### config.mk
export PLATFORM = sky130hd
export DESIGN_NAME = spi_irq_ctrl
export DESIGN_NICKNAME = d
export VERILOG_FILES = /design/src/rtl/spi_irq_pkg.sv /design/src/rtl/spi_irq_enable_reg.sv /design/src/rtl/spi_irq_events.sv /design/src/rtl/spi_irq_combine.sv /design/src/rtl/spi_irq_ctrl.sv
export SDC_FILE = /design/constraint.sdc
export NUM_CORES = 1
export LEC_CHECK = 0
export ABC_CLOCK_PERIOD_IN_PS = 1000
export BUFFER_PORTS_ARGS = -buffer_cell sky130_fd_sc_hd__buf_4
export CORE_UTILIZATION = 33
export CTS_CLUSTER_SIZE = 16
export DETAILED_ROUTE_END_ITERATION = 10
export MAX_ROUTING_LAYER = met4
export PLACE_DENSITY = 0.8
export REMOVE_ABC_BUFFERS = 1
export SLEW_MARGIN = 15
export SYNTH_ARGS = -nofsm -noshare
export SYNTH_HDL_FRONTEND = slang
export SYNTH_HIERARCHICAL = 1
export SYNTH_SLANG_ARGS = --single-unit
### constraint.sdc
create_clock -name clk -period 1 [get_ports clk]
set_clock_uncertainty 0.05 [all_clocks]
set_input_delay 0.15 -clock clk [delete_from_list [all_inputs] [get_ports clk]]
set_output_delay 0.15 -clock clk [all_outputs]
set_load 0.02 [all_outputs]
### src/rtl/spi_irq_pkg.sv
package spi_irq_pkg;
   localparam int NSRC = 6;
   localparam int NSTK = 4;
   // source positions in every six-bit field
   localparam int SRC_RXRDY = 0;
   localparam int SRC_TXRDY = 1;
   localparam int SRC_OVR   = 2;
   localparam int SRC_UDR   = 3;
   localparam int SRC_SELA  = 4;
   localparam int SRC_SELD  = 5;
   // sticky flag indices inside the event block
   localparam int STK_OVR  = 0;
   localparam int STK_UDR  = 1;
   localparam int STK_SELA = 2;
   localparam int STK_SELD = 3;
   typedef logic [NSRC-1:0] src_vec_t;
   typedef logic [NSTK-1:0] stk_vec_t;
endpackage

### src/rtl/spi_irq_enable_reg.sv
module spi_irq_enable_reg
   import spi_irq_pkg::*;
(
   input  logic     clk,
   input  logic     rst_n,
   input  logic     set_stb,
   input  logic     clr_stb,
   input  src_vec_t wbits,
   output src_vec_t en_q
);
   always_ff @(posedge clk or negedge rst_n) begin
      if (!rst_n)       en_q <= '0;
      else if (set_stb) en_q <= en_q | wbits;
      else if (clr_stb) en_q <= en_q & ~wbits;
   end

   // a set write never drops a bit
   a_r2_set_only: assert property (@(posedge clk) disable iff (!rst_n)
      set_stb |=> ((en_q & $past(en_q)) == $past(en_q)));
   // a clear write never raises a bit
   a_r3_clear_only: assert property (@(posedge clk) disable iff (!rst_n)
      (clr_stb && !set_stb) |=> ((en_q & ~$past(en_q)) == '0));
endmodule

### src/rtl/spi_irq_events.sv
module spi_irq_events
   import spi_irq_pkg::*;
#(
   parameter int NSEL        = 4,
   parameter bit SEL_ACT_LOW = 1'b1
) (
   input  logic            clk,
   input  logic            rst_n,
   input  logic            slave_mode,
   input  logic            rx_valid,
   input  logic            tx_empty,
   input  logic            rx_store_req,
   input  logic            tx_load_req,
   input  logic [NSEL-1:0] sel_lines,
   input  logic            clr_stb,
   input  stk_vec_t        clr_bits,
   output stk_vec_t        sticky_q
);
   logic [NSEL-1:0] asrt_cur, asrt_prev;
   stk_vec_t        ev;

   generate
      if (SEL_ACT_LOW) begin : g_low
         assign asrt_cur = ~sel_lines;
      end else begin : g_high
         assign asrt_cur = sel_lines;
      end
   endgenerate

   always_ff @(posedge clk or negedge rst_n) begin
      if (!rst_n) asrt_prev <= '0;
      else        asrt_prev <= asrt_cur;
   end

   always_comb begin
      ev           = '0;
      ev[STK_OVR]  = slave_mode & rx_store_req & rx_valid;
      ev[STK_UDR]  = slave_mode & tx_load_req & ~tx_empty;
      ev[STK_SELA] = |(asrt_cur & ~asrt_prev);
      ev[STK_SELD] = (asrt_cur == '0) && (asrt_prev != '0);
   end

   generate
      for (genvar i = 0; i < NSTK; i++) begin : g_stk
         always_ff @(posedge clk or negedge rst_n) begin
            if (!rst_n) sticky_q[i] <= 1'b0;
            else        sticky_q[i] <= ev[i] | (sticky_q[i] & ~(clr_stb & clr_bits[i]));
         end
      end
   endgenerate

   // the overrun flag holds until cleared
   a_r6_ovr_sticky: assert property (@(posedge clk) disable iff (!rst_n)
      (sticky_q[STK_OVR] && !(clr_stb && clr_bits[STK_OVR])) |=> sticky_q[STK_OVR]);
   // master mode cannot raise an overrun
   a_r7_master_no_ovr: assert property (@(posedge clk) disable iff (!rst_n)
      (!slave_mode && !sticky_q[STK_OVR]) |=> !sticky_q[STK_OVR]);
   // select-asserted flag only rises while some line is asserted
   a_r9_sela_cause: assert property (@(posedge clk) disable iff (!rst_n)
      $rose(sticky_q[STK_SELA]) |-> $past(asrt_cur != '0));
   // select-released flag only rises once all lines are released
   a_r10_seld_cause: assert property (@(posedge clk) disable iff (!rst_n)
      $rose(sticky_q[STK_SELD]) |-> $past(asrt_cur == '0));
endmodule

### src/rtl/spi_irq_combine.sv
module spi_irq_combine
   import spi_irq_pkg::*;
(
   input  logic     clk,
   input  logic     rst_n,
   input  src_vec_t cond,
   input  src_vec_t en,
   output logic     irq_q
);
   always_ff @(posedge clk or negedge rst_n) begin
      if (!rst_n) irq_q <= 1'b0;
      else        irq_q <= |(cond & en);
   end

   // with every enable off, the line stays low
   a_r11_masked_quiet: assert property (@(posedge clk) disable iff (!rst_n)
      ($past(en) == '0) |-> !irq_q);
   // with no source true, the line stays low
   a_r11_no_cond_quiet: assert property (@(posedge clk) disable iff (!rst_n)
      ($past(cond) == '0) |-> !irq_q);
endmodule

### src/rtl/spi_irq_ctrl.sv
module spi_irq_ctrl
   import spi_irq_pkg::*;
#(
   parameter int DATA_W      = 32,
   parameter int ADDR_W      = 4,
   parameter int NSEL        = 4,
   parameter int ADR_SET     = 0,
   parameter int ADR_CLR     = 1,
   parameter int ADR_STAT    = 2,
   parameter bit SEL_ACT_LOW = 1'b1
) (
   input  logic              clk,
   input  logic              rst_n,
   input  logic [ADDR_W-1:0] bus_addr,
   input  logic              bus_wr,
   input  logic [DATA_W-1:0] bus_wdata,
   output logic [DATA_W-1:0] bus_rdata,
   input  logic              rx_valid,
   input  logic              tx_empty,
   input  logic              slave_mode,
   input  logic              rx_store_req,
   input  logic              tx_load_req,
   input  logic [NSEL-1:0]   ssel_n,
   output logic [5:0]        status,
   output logic              irq
);
   localparam logic [ADDR_W-1:0] A_SET  = ADR_SET[ADDR_W-1:0];
   localparam logic [ADDR_W-1:0] A_CLR  = ADR_CLR[ADDR_W-1:0];
   localparam logic [ADDR_W-1:0] A_STAT = ADR_STAT[ADDR_W-1:0];

   generate
      if (DATA_W <= NSRC) begin : g_bad_width
         $error("DATA_W must exceed the source count");
      end
      if (NSEL < 1) begin : g_bad_nsel
         $error("NSEL must be at least 1");
      end
      if (ADR_SET == ADR_CLR || ADR_SET == ADR_STAT || ADR_CLR == ADR_STAT) begin : g_bad_map
         $error("register addresses must differ");
      end
      if (ADR_SET >= (1 << ADDR_W) || ADR_CLR >= (1 << ADDR_W) || ADR_STAT >= (1 << ADDR_W)) begin : g_bad_addr
         $error("register address does not fit ADDR_W");
      end
   endgenerate

   logic     set_stb, clr_stb, stat_stb;
   src_vec_t en_q, cond;
   stk_vec_t sticky_q;
   logic     unused_wdata;

   assign set_stb      = bus_wr && (bus_addr == A_SET);
   assign clr_stb      = bus_wr && (bus_addr == A_CLR);
   assign stat_stb     = bus_wr && (bus_addr == A_STAT);
   assign unused_wdata = ^bus_wdata[DATA_W-1:NSRC];

   spi_irq_enable_reg u_en (
      .clk     (clk),
      .rst_n   (rst_n),
      .set_stb (set_stb),
      .clr_stb (clr_stb),
      .wbits   (bus_wdata[NSRC-1:0]),
      .en_q    (en_q)
   );

   spi_irq_events #(.NSEL(NSEL), .SEL_ACT_LOW(SEL_ACT_LOW)) u_ev (
      .clk          (clk),
      .rst_n        (rst_n),
      .slave_mode   (slave_mode),
      .rx_valid     (rx_valid),
      .tx_empty     (tx_empty),
      .rx_store_req (rx_store_req),
      .tx_load_req  (tx_load_req),
      .sel_lines    (ssel_n),
      .clr_stb      (stat_stb),
      .clr_bits     (bus_wdata[SRC_SELD:SRC_OVR]),
      .sticky_q     (sticky_q)
   );

   always_comb begin
      cond            = '0;
      cond[SRC_RXRDY] = rx_valid;
      cond[SRC_TXRDY] = tx_empty;
      cond[SRC_OVR]   = sticky_q[STK_OVR];
      cond[SRC_UDR]   = sticky_q[STK_UDR];
      cond[SRC_SELA]  = sticky_q[STK_SELA];
      cond[SRC_SELD]  = sticky_q[STK_SELD];
   end

   spi_irq_combine u_irq (
      .clk   (clk),
      .rst_n (rst_n),
      .cond  (cond),
      .en    (en_q),
      .irq_q (irq)
   );

   assign status = cond;

   always_comb begin
      bus_rdata = '0;
      if (bus_addr == A_SET || bus_addr == A_CLR) bus_rdata[NSRC-1:0] = en_q;
      else if (bus_addr == A_STAT)                bus_rdata[NSRC-1:0] = cond;
   end

   // a flag with no event and a clear write for its bit drops
   a_r4_stat_clear: assert property (@(posedge clk) disable iff (!rst_n)
      (stat_stb && bus_wdata[SRC_UDR] && !(slave_mode && tx_load_req && !tx_empty))
      |=> !status[SRC_UDR]);
   // writes elsewhere leave the enables alone
   a_r12_unmapped_write: assert property (@(posedge clk) disable iff (!rst_n)
      (bus_wr && !set_stb && !clr_stb) |=> $stable(en_q));
endmodule

# Yosys cells after proc, flatten, opt, wreduce, memory -nomap -nowiden
# Index checks and enable logic that the tools add are counted.
totals:
  inputBits: 48
  word_cells: 52
  reg_bits: 15
  output_inout_bits: 39
op_classes:
  n_bitwise: 28
  reduce_logical: 11
  eq_ne: 2
  n_mux: 4
ops:
  columns: ["op", "n"]
  rows:
  - ["$mux W6", 4]
  - ["$and A1 B1 Y1", 12]
  - ["$and A6 B6 Y6", 2]
  - ["$logic_not A4 Y1", 2]
  - ["$not A4 Y4", 2]
  - ["$not A6 Y6", 1]
  - ["$or A6 B6 Y6", 1]
  - ["$reduce_or A6 Y1", 1]
  - ["$not A1 Y1", 5]
  - ["$and A4 B4 Y4", 1]
  - ["$eq A4 B1 Y1 const B", 1]
  - ["$eq A4 B2 Y1 const B", 1]
  - ["$logic_and A1 B1 Y1", 4]
  - ["$or A1 B1 Y1", 4]
  - ["$reduce_bool A4 Y1", 1]
  - ["$reduce_or A4 Y1", 1]
  - ["$reduce_bool A2 Y1", 1]
  - ["$logic_or A1 B1 Y1", 1]

# Depth between registers and ports, before layout
# Gate-level depths: netlist (run 1).
logic_depth:
  word_depth: 6
  mapped_depth: 4
  depth_no_buf: 4

# Hierarchy
# The synthesis (run 1) kept the hierarchy.
modules_own_cells:
  columns: ["module", "n_inst", "cells_per_inst", "seq_area_each_um2", "area_per_inst_um2"]
  rows:
  - ["spi_irq_ctrl", 1, 54, 0.0, 396.6]
  - ["spi_irq_events", 1, 25, 200.2, 296.5]
  - ["spi_irq_enable_reg", 1, 18, 150.1, 225.2]
  - ["spi_irq_combine", 1, 5, 25.0, 52.6]

# Worst setup path after synthesis (run 1)
# Ideal clock, no wire load.
synth_path:
  path_kind: "input -> register"
  startpoint: "in bus_addr[1]"
  endpoint: "reg u_ev.sticky_q[2]"
  arrival_ns: 0.983
  t_required_ns: 0.819
  path_slack_ns: -0.164
  setup_ns: 0.131
  cell_stages: 4
  n_path_buf: 1
  path_cell_list: "buf_2 -> and4b_1 -> a21boi_1 -> or3_1"
synth_via:
  elab_chain_len: 6
synth_rtl:
  columns: ["item", "line_no", "rtl"]
  rows:
  - ["start, declared", "spi_irq_ctrl.sv:14", "input logic [ADDR_W-1:0] bus_addr,"]
  - ["$eq A4 B2 Y1", "spi_irq_ctrl.sv:53", "assign stat_stb = bus_wr && (bus_addr == A_STAT);"]
  - ["$logic_and A1 B1 Y1", "spi_irq_ctrl.sv:53", null]
  - ["via stat_stb", "spi_irq_ctrl.sv:46", "logic set_stb, clr_stb, stat_stb;"]
  - ["$and A1 B1 Y1", "spi_irq_events.sv:47", "else sticky_q[i] <= ev[i] | (sticky_q[i] & ~(clr_stb & clr_bits[i]));"]
  - ["$not A1 Y1", "spi_irq_events.sv:47", null]
  - ["$and A1 B1 Y1", "spi_irq_events.sv:47", null]
  - ["$or A1 B1 Y1", "spi_irq_events.sv:47", null]
  - ["end signal, assigned by index", "spi_irq_events.sv:47", null]
  - ["end, declared", "spi_irq_events.sv:17", "output stk_vec_t sticky_q"]
# The timed path passes the listed nets, and every way through them passes these cells.
# A chain may end at the register's enable or synchronous reset.

# Worst setup path in the final report (run 1)
layout_path:
  startpoint: "reg u_ev.sticky_q[3]"
  endpoint: "out bus_rdata[5]"
layout_via:
  elab_chain_len: 2
layout_rtl:
  columns: ["item", "line_no", "rtl"]
  rows:
  - ["$mux W6", "spi_irq_ctrl.sv:102", "else if (bus_addr == A_STAT) bus_rdata[NSRC-1:0] = cond;"]
  - ["$mux W6", "spi_irq_ctrl.sv:101", "if (bus_addr == A_SET || bus_addr == A_CLR) bus_rdata[NSRC-1:0] = en_q;"]
  - ["end, declared", "spi_irq_ctrl.sv:17", "output logic [DATA_W-1:0] bus_rdata,"]
# Every way passes these cells.

==> run_results.csv, run 1 <==
group,metric,value,unit
grt,grt_pass1_wl,4.19,mm
final_layout,fillerInstances,248,
final_layout,final_cell_mix,"buf_4 (44), conb_1 (26), dfrtp_1 (15)",
logic_synthesis,syn_avg_cell_area,9.52,um2
timing,timing.final.hold_violations,0,
grt,grt_antenna_before_repair,0,
worst_setup_path,cp.required,800,ps
logic_synthesis,yosysWarnings,6,
final_layout,final_common_cell,"buf_4",
logic_synthesis,synthTopCellsByArea,"dfrtp_1 (39%), buf_4 (22%), a22o_1 (5.4%)",
grt,grt_overflow_total,0,
timing,hold_ws,34.7,ps
timing,rsz0062_at_grt,"yes",
worst_setup_path,startpoint,"u_ev/sticky_q[3]",
timing,finalCriticalPeriod,1280,ps
logic_synthesis,syn-cell-area,971,um2
clock_network,clk_path_buf_depth,2,
final_layout,fin_nets,213,
clock_network,clk_pin_slew,90,ps
routing,firstDrtPassIters,5,
outcome,violations,"negative setup slack",
worst_setup_path,r2r_start,"u_ev/sticky_q[2]",
floorplan,dieArea,3160,um2
worst_setup_path,arrival,1080,ps
logic_synthesis,synth_seq_area_share,38.7,%
final_layout,drive_above_1_share,43.9,%
power,cellPowerDensity,1260,nW/um2
timing,drv_slew,0,
timing,timing.fmax,0.781,GHz
final_layout,diodes,0,
logic_synthesis,synth_cells,102,
final_layout,utilization,54.4,%
clock_network,cts_tree,"built",
worst_setup_path,crit_fanout,2,
logic_synthesis,ys_seq_elements,15,
logic_synthesis,yosys.area.top_type_share,38.7,%
grt,grt_max_degree,16,
timing,fin_setup_tns,-2260,ps
power,p_leak,0.733,nW
routing,drtIter0Drc,33,
worst_setup_path,crit_path_end_kind,"output port",
routing,drc,0,
placement,placed_area,1220,um2
routing,wirelength,2.55,mm
placement,hpwlAfterDp,1.77,mm
clock_network,h-tree-depth,1,
routing,wl_per_cell,13.1,um
floorplan,core-area,2780,um2
clock_network,cts-root-buf,"clkbuf_4",
placement,dp_worst_setup_slack,-308,ps
grt,grtUsageTotal,17.4,%
grt,grt_pass1_vias,901,
power,irDropWorstVdd,0.707,mV
floorplan,start_util,34.9,%
timing,setup_violations,13,
floorplan,rows,19,
floorplan,die_h,56.2,um
final_layout,areaGrowthSynthToFinish,55.9,%
job,maxCapViolations,0,
logic_synthesis,synth.distinct_cells,24,
placement,io_buffers,34,
logic_synthesis,synth_top_area_cell,"dfrtp_1",
routing,vias,903,
outcome,outcome,"complete, but fails checks",
worst_setup_path,criticalPathCategory,"reg2out",
routing,vias_per_cell,4.63,
worst_setup_path,worstSetupStartpointType,"register",
timing,final.setup.worst_slack,-280,ps
routing,detail-route-antenna-nets,0,
timing,fin_crit_sh,128,%
floorplan,die_x,56.2,um
min_path,min_path_type,"in2reg",
floorplan,pin_count,87,
final_layout,fin_area,1510,um2
placement,place.gp.congestion,0.825,
clock_network,clkLatencyLatePin,270,ps
clock_network,cts_made_buffers,3,
min_path,min-delay-start,"tx_empty",
clock_network,cts.sinks,15,
## logic make-up (layout without fill, tap and decap cells)
kind of cell	count (synthesis)	count (layout)	synth area share, %
AO/OA/AOI/OAI	21	21	15.7
AND/OR/NAND/NOR	31	31	20.4
other	1	26	0.386
buffers and inverters	34	71	24.9
flip-flops	15	15	38.7
## cells in the mapped netlist (all sizes together)
library cell	n
buf	30
o2bb2ai	2
nor4b	1
nand3	1
a21boi	1
or2	1
nand3b	6
a22oi	3
inv	4
and4b	2
nand4	1
o22ai	2
nor2	1
a21oi	6
nand2b	6
dfrtp	15
conb	1
nand2	10
nor4	1
a22o	6
a32o	1
or3	1
## critical path, cell delays in order (launching register included)
cell      delay [ps]
dfrtp_1          390
nand3b_1         110
a21oi_2          150
buf_4            160
## repair_timing
action                                 CTS  global route
pin swaps                               11             1
gates resized for setup                 13            12
buffers inserted                         9             5
setup endpoints to repair               18            14
hold buffers                             5             0
endpoints found under the hold margin   19             0
## power by group
group          switching [mW]  total, mW  internal (mW)
clock network           0.179      0.333          0.154
registers              0.0659      0.763          0.697
logic                   0.373      0.812          0.439
## worst paths after layout
path / cells after the start / slack, ps / endpoint
setup reg to reg: 4 / -140 / u_irq/irq_q
hold reg to reg: 1 / 490 / register
max in group asynchronous: 2 / 510 / u_ev/sticky_q[0]
min in group asynchronous: 2 / 210 / u_irq/irq_q
hold / removal: 2 / 30 / u_ev/sticky_q[1]
setup / recovery: 3 / -280 / bus_rdata[5]
## stage by stage
step                      total power [mW]  std cells
after floorplan                       1.04         97
after global placement                1.29        172
after detailed placement              1.31        172
after CTS                             1.78        190
after global routing                  2.00        195
final                                 1.91        195
## per-layer routing
metal | up-vias | part of all wire, % | track usage (%)
met5 | - | 0 | -
met4 | 0 | 1.3 | 6.27
met3 | 4 | 6.7 | 0.930
met2 | 54 | 52 | 30.6
met1 | 420 | 40 | 21.2
li1 | 425 | - | -
## cell type report
cell class | count | area, um2 | area share, %
Clock buffer | 4 | 26.3 | 1.74
Multi-Input combinational cell | 78 | 512 | 33.8
Timing Repair Buffer | 63 | 547 | 36.1
Tap cell | 31 | 38.8 | 2.56
Sequential cell | 15 | 375 | 24.8
Inverter | 4 | 15.0 | 0.992
(Power assumes the default switching activity.)
==> inputs of run 2 (changes only) <==
--- a/config.mk
+++ b/config.mk
@@ -5,13 +5,14 @@
 export SDC_FILE = /design/constraint.sdc
 export NUM_CORES = 1
 export LEC_CHECK = 0
+export ABC_AREA = 1
 export ABC_CLOCK_PERIOD_IN_PS = 1000
 export BUFFER_PORTS_ARGS = -buffer_cell sky130_fd_sc_hd__buf_4
-export CORE_UTILIZATION = 33
+export CORE_UTILIZATION = 34
 export CTS_CLUSTER_SIZE = 16
 export DETAILED_ROUTE_END_ITERATION = 10
 export MAX_ROUTING_LAYER = met4
-export PLACE_DENSITY = 0.8
+export PLACE_DENSITY = 0.81
 export REMOVE_ABC_BUFFERS = 1
 export SLEW_MARGIN = 15
 export SYNTH_ARGS = -nofsm -noshare
==> run_results.csv, run 2 <==
group,metric,value,unit
job,maxCapViolations,0,
power,seqPwrFrac,42.2,%
grt,grt_pass1_wl,3.61,mm
routing,drtIter0Drc,44,
routing,firstDrtPassIters,4,
final_layout,final_cell_mix,"nand2_1 (53), buf_4 (43), conb_1 (26)",
worst_setup_path,criticalPathCategory,"reg2out",
placement,placed_area,1220,um2
logic_synthesis,syn-cell-area,1000,um2
placement,place.gp.congestion,0.767,
min_path,min_path_type,"in2reg",
grt,grtUsageTotal,15.0,%
clock_network,clk_path_buf_depth,2,
logic_synthesis,synthTopCellsByArea,"dfrtp_1 (37%), buf_4 (21%), nand2_1 (21%)",
clock_network,clk_pin_slew,90,ps
timing,setup_violations,10,
worst_setup_path,worstSetupStartpointType,"register",
clock_network,clkLatencyLatePin,280,ps
grt,grt_max_degree,16,
clock_network,h-tree-depth,1,
logic_synthesis,yosysMostFrequentCell,"nand2_1",
power,clockPowerShare,19.6,%
floorplan,dieArea,3170,um2
worst_setup_path,crit_fanout,4,
outcome,outcome,"complete, but fails checks",
timing,final.setup.worst_slack,-181,ps
final_layout,fin_nets,246,
power,p_leak,0.786,nW
timing,timing.fmax,0.847,GHz
worst_setup_path,slowest_stage,"dfrtp_1",
logic_synthesis,synth_ff_type,"dfrtp_1",
power,irDropWorstVdd,0.737,mV
outcome,violations,"negative setup slack",
grt,grt_overflow_total,0,
power,power.internal,1.17,mW
final_layout,areaGrowthSynthToFinish,40.9,%
routing,drc,0,
power,netSwitchingFraction,34.9,%
worst_setup_path,cpPeakStageDelay,420,ps
clock_network,cts_made_buffers,3,
logic_synthesis,yosys.area.top_type_share,37.4,%
timing,hold_ws,16.9,ps
routing,detail-route-antenna-nets,0,
logic_synthesis,syn_avg_cell_area,7.12,um2
grt,grt_pass1_vias,911,
clock_network,cts.sinks,15,
logic_synthesis,synth_top_area_cell,"dfrtp_1",
floorplan,rows,19,
final_layout,final_common_cell,"nand2_1",
power,p_switching,0.624,mW
power,pwr-share-comb,38.1,%
timing,fin_setup_tns,-1280,ps
worst_setup_path,arrival,980,ps
logic_synthesis,synth.distinct_cells,13,
placement,io_buffers,34,
routing,vias_per_cell,4.40,
final_layout,diodes,0,
floorplan,pin_count,87,
power,cellPowerDensity,1270,nW/um2
routing,vias,1004,
timing,fin_crit_sh,118,%
timing,drv_slew,0,
logic_synthesis,ys_seq_elements,15,
logic_synthesis,synth_common_cells,"nand2_1 (55), buf_4 (28), dfrtp_1 (15), nand3_1 (15), nor2_1 (13)",
routing,wirelength,2.34,mm
placement,hpwlAfterDp,1.60,mm
final_layout,drive_above_1_share,32.0,%
timing,finalCriticalPeriod,1180,ps
final_layout,fin_area,1410,um2
logic_synthesis,synth_cells,141,
timing,timing.final.hold_violations,0,
worst_setup_path,worstPathCellList,"nand3_1, nand2_1, buf_6",
floorplan,die_h,56.3,um
logic_synthesis,synth_seq_area_share,37.4,%
logic_synthesis,yosysWarnings,6,
grt,grt_antenna_before_repair,0,
floorplan,die_x,56.3,um
logic_synthesis,async_reset_ff_share,100,%
logic_synthesis,synth_edf_count,0,
timing,rsz0062_at_grt,"yes",
worst_setup_path,crit_path_end_kind,"output port",
floorplan,start_util,36.1,%
routing,wl_per_cell,10.3,um
clock_network,cts_tree,"built",
worst_setup_path,cp.required,800,ps
floorplan,core-area,2780,um2
final_layout,utilization,50.8,%
clock_network,cts-root-buf,"clkbuf_4",
## run 2: path summary, 6_finish.rpt
| check | depth (start not counted) | to | slack (ps) | startpoint |
|---|---|---|---|---|
| hold / removal | 3 | register | 20 | bus_wdata[1] |
| hold reg to reg | 2 | register | 460 | register |
| setup / recovery | 3 | bus_rdata[3] | -180 | u_ev/sticky_q[1] |
| min in group asynchronous | 2 | u_ev/asrt_prev[0] | 210 | rst_n |
| max in group asynchronous | 2 | asynchronous set/reset pin | 510 | rst_n |
| setup reg to reg | 5 | u_irq/irq_q | 40 | u_ev/sticky_q[0] |
## run 2: per-stage QoR
step,power (mW),std cells,setup WS [ps]
finish,1.79,228,-181
global route,1.90,228,-233
CTS,1.74,226,-178
detailed placement,1.28,209,-79.0
global placement,1.27,209,-61.9
floorplan,1.06,137,-61.1
## run 2: final cells by class
cell class	instances	area, um2
fillers	250	1370
well taps	31	38.8
multi-input cells	115	484
inverters	7	26.3
clock buffers	4	26.3
flip-flops and latches	15	375
repair buffers	56	463
## run 2: timing repair
action                                 in CTS  in global routing
setup endpoints to repair                  11                 12
pin swaps                                   9                  3
endpoints found under the hold margin      19                  0
gates resized for setup                     7                  4
buffers inserted                            8                  3
cloned                                      0                  0
hold buffers                                5                  0
## run 2: cell families (layout without fill, tap and decap cells)
family	count (synthesis)	count (layout)	share of synthesized area (%)
other	1	26	0.374
DFF	15	15	37.4
buffers and inverters	36	67	24.7
and+or+nand+nor	88	88	37.0
AOI/OAI and AO/OA	1	1	0.498
## run 2: power by group through the flow
stage                     combinational (mW)  clock, mW  sequential (mW)
final                                  0.683      0.352            0.757
after global routing                   0.748      0.380            0.767
after CTS                              0.635      0.354            0.752
after detailed placement               0.508          0            0.776
after global placement                 0.496          0            0.775
after floorplan                        0.261          0            0.795
## run 2: critical path: cells and delay by family, from the launching register on
family	cells	cell delay, ps
flops	1	420
simple gates	2	150
buf+inv	1	130
## run 2: routing by layer
metal  part of all wire, %  vias up  routed length, um  GRT usage [%]
met4                   2.1        0                 49           10.1
li1                      -      490                  -              -
met3                   6.4        6                150          0.461
met5                     0        -                  0              -
met2                    52       56               1230           25.3
met1                    39      452                913           17.3
==> inputs of run 3 (changes only) <==
--- a/config.mk
+++ b/config.mk
@@ -6,13 +6,13 @@
 export NUM_CORES = 1
 export LEC_CHECK = 0
 export ABC_AREA = 1
-export ABC_CLOCK_PERIOD_IN_PS = 1000
+export ABC_CLOCK_PERIOD_IN_PS = 1290
 export BUFFER_PORTS_ARGS = -buffer_cell sky130_fd_sc_hd__buf_4
-export CORE_UTILIZATION = 34
+export CORE_UTILIZATION = 37
 export CTS_CLUSTER_SIZE = 16
 export DETAILED_ROUTE_END_ITERATION = 10
 export MAX_ROUTING_LAYER = met4
-export PLACE_DENSITY = 0.81
+export PLACE_DENSITY = 0.79
 export REMOVE_ABC_BUFFERS = 1
 export SLEW_MARGIN = 15
 export SYNTH_ARGS = -nofsm -noshare
==> constraint.sdc (replaced) <==
create_clock -name clk -period 1.29 [get_ports clk]
set_clock_uncertainty 0.05 [all_clocks]
set_input_delay 0.1935 -clock clk [delete_from_list [all_inputs] [get_ports clk]]
set_output_delay 0.1935 -clock clk [all_outputs]
set_load 0.02 [all_outputs]
==> run_results.csv, run 3 (synthesized netlist as in run 2, its figures left out) <==
group,metric,value,unit
outcome,outcome,"finished, final reports clean",
clock_network,h-tree-depth,1,
floorplan,rows,18,
grt,grt_max_degree,16,
power,cellPowerDensity,996,nW/um2
grt,grt_pass1_wl,2.97,mm
routing,drtIter0Drc,27,
power,irDropWorstVdd,0.608,mV
timing,rsz0062_at_grt,"no",
worst_setup_path,worstSetupStartpointType,"register",
timing,fin_setup_tns,0,ps
worst_setup_path,crit_path_end_kind,"output port",
routing,drc,0,
clock_network,cts.sinks,15,
placement,placed_area,1210,um2
routing,detail-route-antenna-nets,0,
grt,grtUsageTotal,14.9,%
final_layout,final_cell_mix,"nand2_1 (55), buf_4 (38), conb_1 (26)",
worst_setup_path,arrival,1010,ps
grt,grt_antenna_before_repair,0,
floorplan,core-area,2520,um2
worst_setup_path,crit_fanout,4,
timing,timing.fmax,0.798,GHz
power,p_leak,0.707,nW
floorplan,die_h,54.1,um
routing,vias,890,
clock_network,clk_path_buf_depth,2,
grt,grt_overflow_total,0,
grt,grt_pass1_vias,722,
clock_network,cts-resized-gates,0,
placement,dp_cells,205,
final_layout,diodes,0,
floorplan,die_x,54.1,um
timing,hold_ws,20.8,ps
job,maxCapViolations,0,
clock_network,clk_pin_slew,80,ps
floorplan,pin_count,87,
timing,finalCriticalPeriod,1250,ps
routing,wirelength,1.99,mm
routing,firstDrtPassIters,4,
final_layout,seqCellArea,375,um2
final_layout,areaGrowthSynthToFinish,25.1,%
placement,io_buffers,34,
final_layout,stdcell_count,211,
clock_network,clkLatencyLatePin,270,ps
final_layout,fillerInstances,250,
clock_network,cts-root-buf,"clkbuf_4",
clock_network,cts_tree,"built",
placement,place.gp.congestion,0.755,
final_layout,fin_area,1250,um2
timing,fin_crit_sh,97.1,%
timing,drv_slew,0,
clock_network,cts_made_buffers,3,
routing,vias_per_cell,4.22,
worst_setup_path,cp.required,1050,ps
final_layout,drive_above_1_share,26.5,%
final_layout,final_common_cell,"nand2_1",
final_layout,utilization,49.8,%
floorplan,dieArea,2920,um2
routing,wl_per_cell,9.42,um
worst_setup_path,criticalPathCategory,"reg2out",
placement,hpwlAfterDp,1.54,mm
final_layout,fin_nets,230,
floorplan,start_util,39.8,%
timing,setup_violations,0,
min_path,min_path_type,"in2reg",
timing,timing.final.hold_violations,0,
final_layout,multi_input_area,474,um2
## run 3: layout make-up
cell class                 count  area share, %
multi-input combinational    115           37.8
clock buffer                   4           2.09
sequential                    15           29.9
timing repair buffer          40           25.1
tap                           30           2.99
inverter                       7           2.09
## run 3: critical path, cell delays in order (launching register included)
cell	delay (ps)
dfrtp_1	420
nand3_1	100
nand2_1	60
buf_4	160
## run 3: final timing paths
kind,end,from,slack [ps],cells after the start
max in group asynchronous,u_ev/sticky_q[2],rst_n,770,2
min in group asynchronous,u_ev/asrt_prev[0],rst_n,250,2
min reg2reg,register,register,450,2
max,bus_rdata[4],u_ev/sticky_q[2],40,3
min,u_ev/asrt_prev[0],ssel_n[0],20,2
max reg2reg,u_irq/irq_q,u_ev/sticky_q[0],430,4
## run 3: through the flow
step	worst slack, ps	power (mW)
2_1_floorplan	185	0.819
3_3_place_gp	95.1	0.986
3_5_place_dp	83.6	0.994
4_1_cts	30.5	1.26
5_1_grt	4.44	1.33
6_report	37.5	1.25
## run 3: where the power goes
part	switching (mW)	total, mW	internal (mW)
Clock	0.141	0.260	0.120
Sequential	0.0529	0.593	0.540
Combinational	0.241	0.396	0.155
## run 3: routing by layer
layer  GRT usage, %  share of wire [%]
met2           23.5                 50
met1           18.3                 43
met3           3.39                6.1
met5              -                  0
met4           6.41                1.1
## run 3: what timing repair did
item                                   4_1_cts  5_1_grt
hold buffers                                 1        0
setup endpoints to repair                    0        2
endpoints found under the hold margin       15        0
setup buffers                                0        1
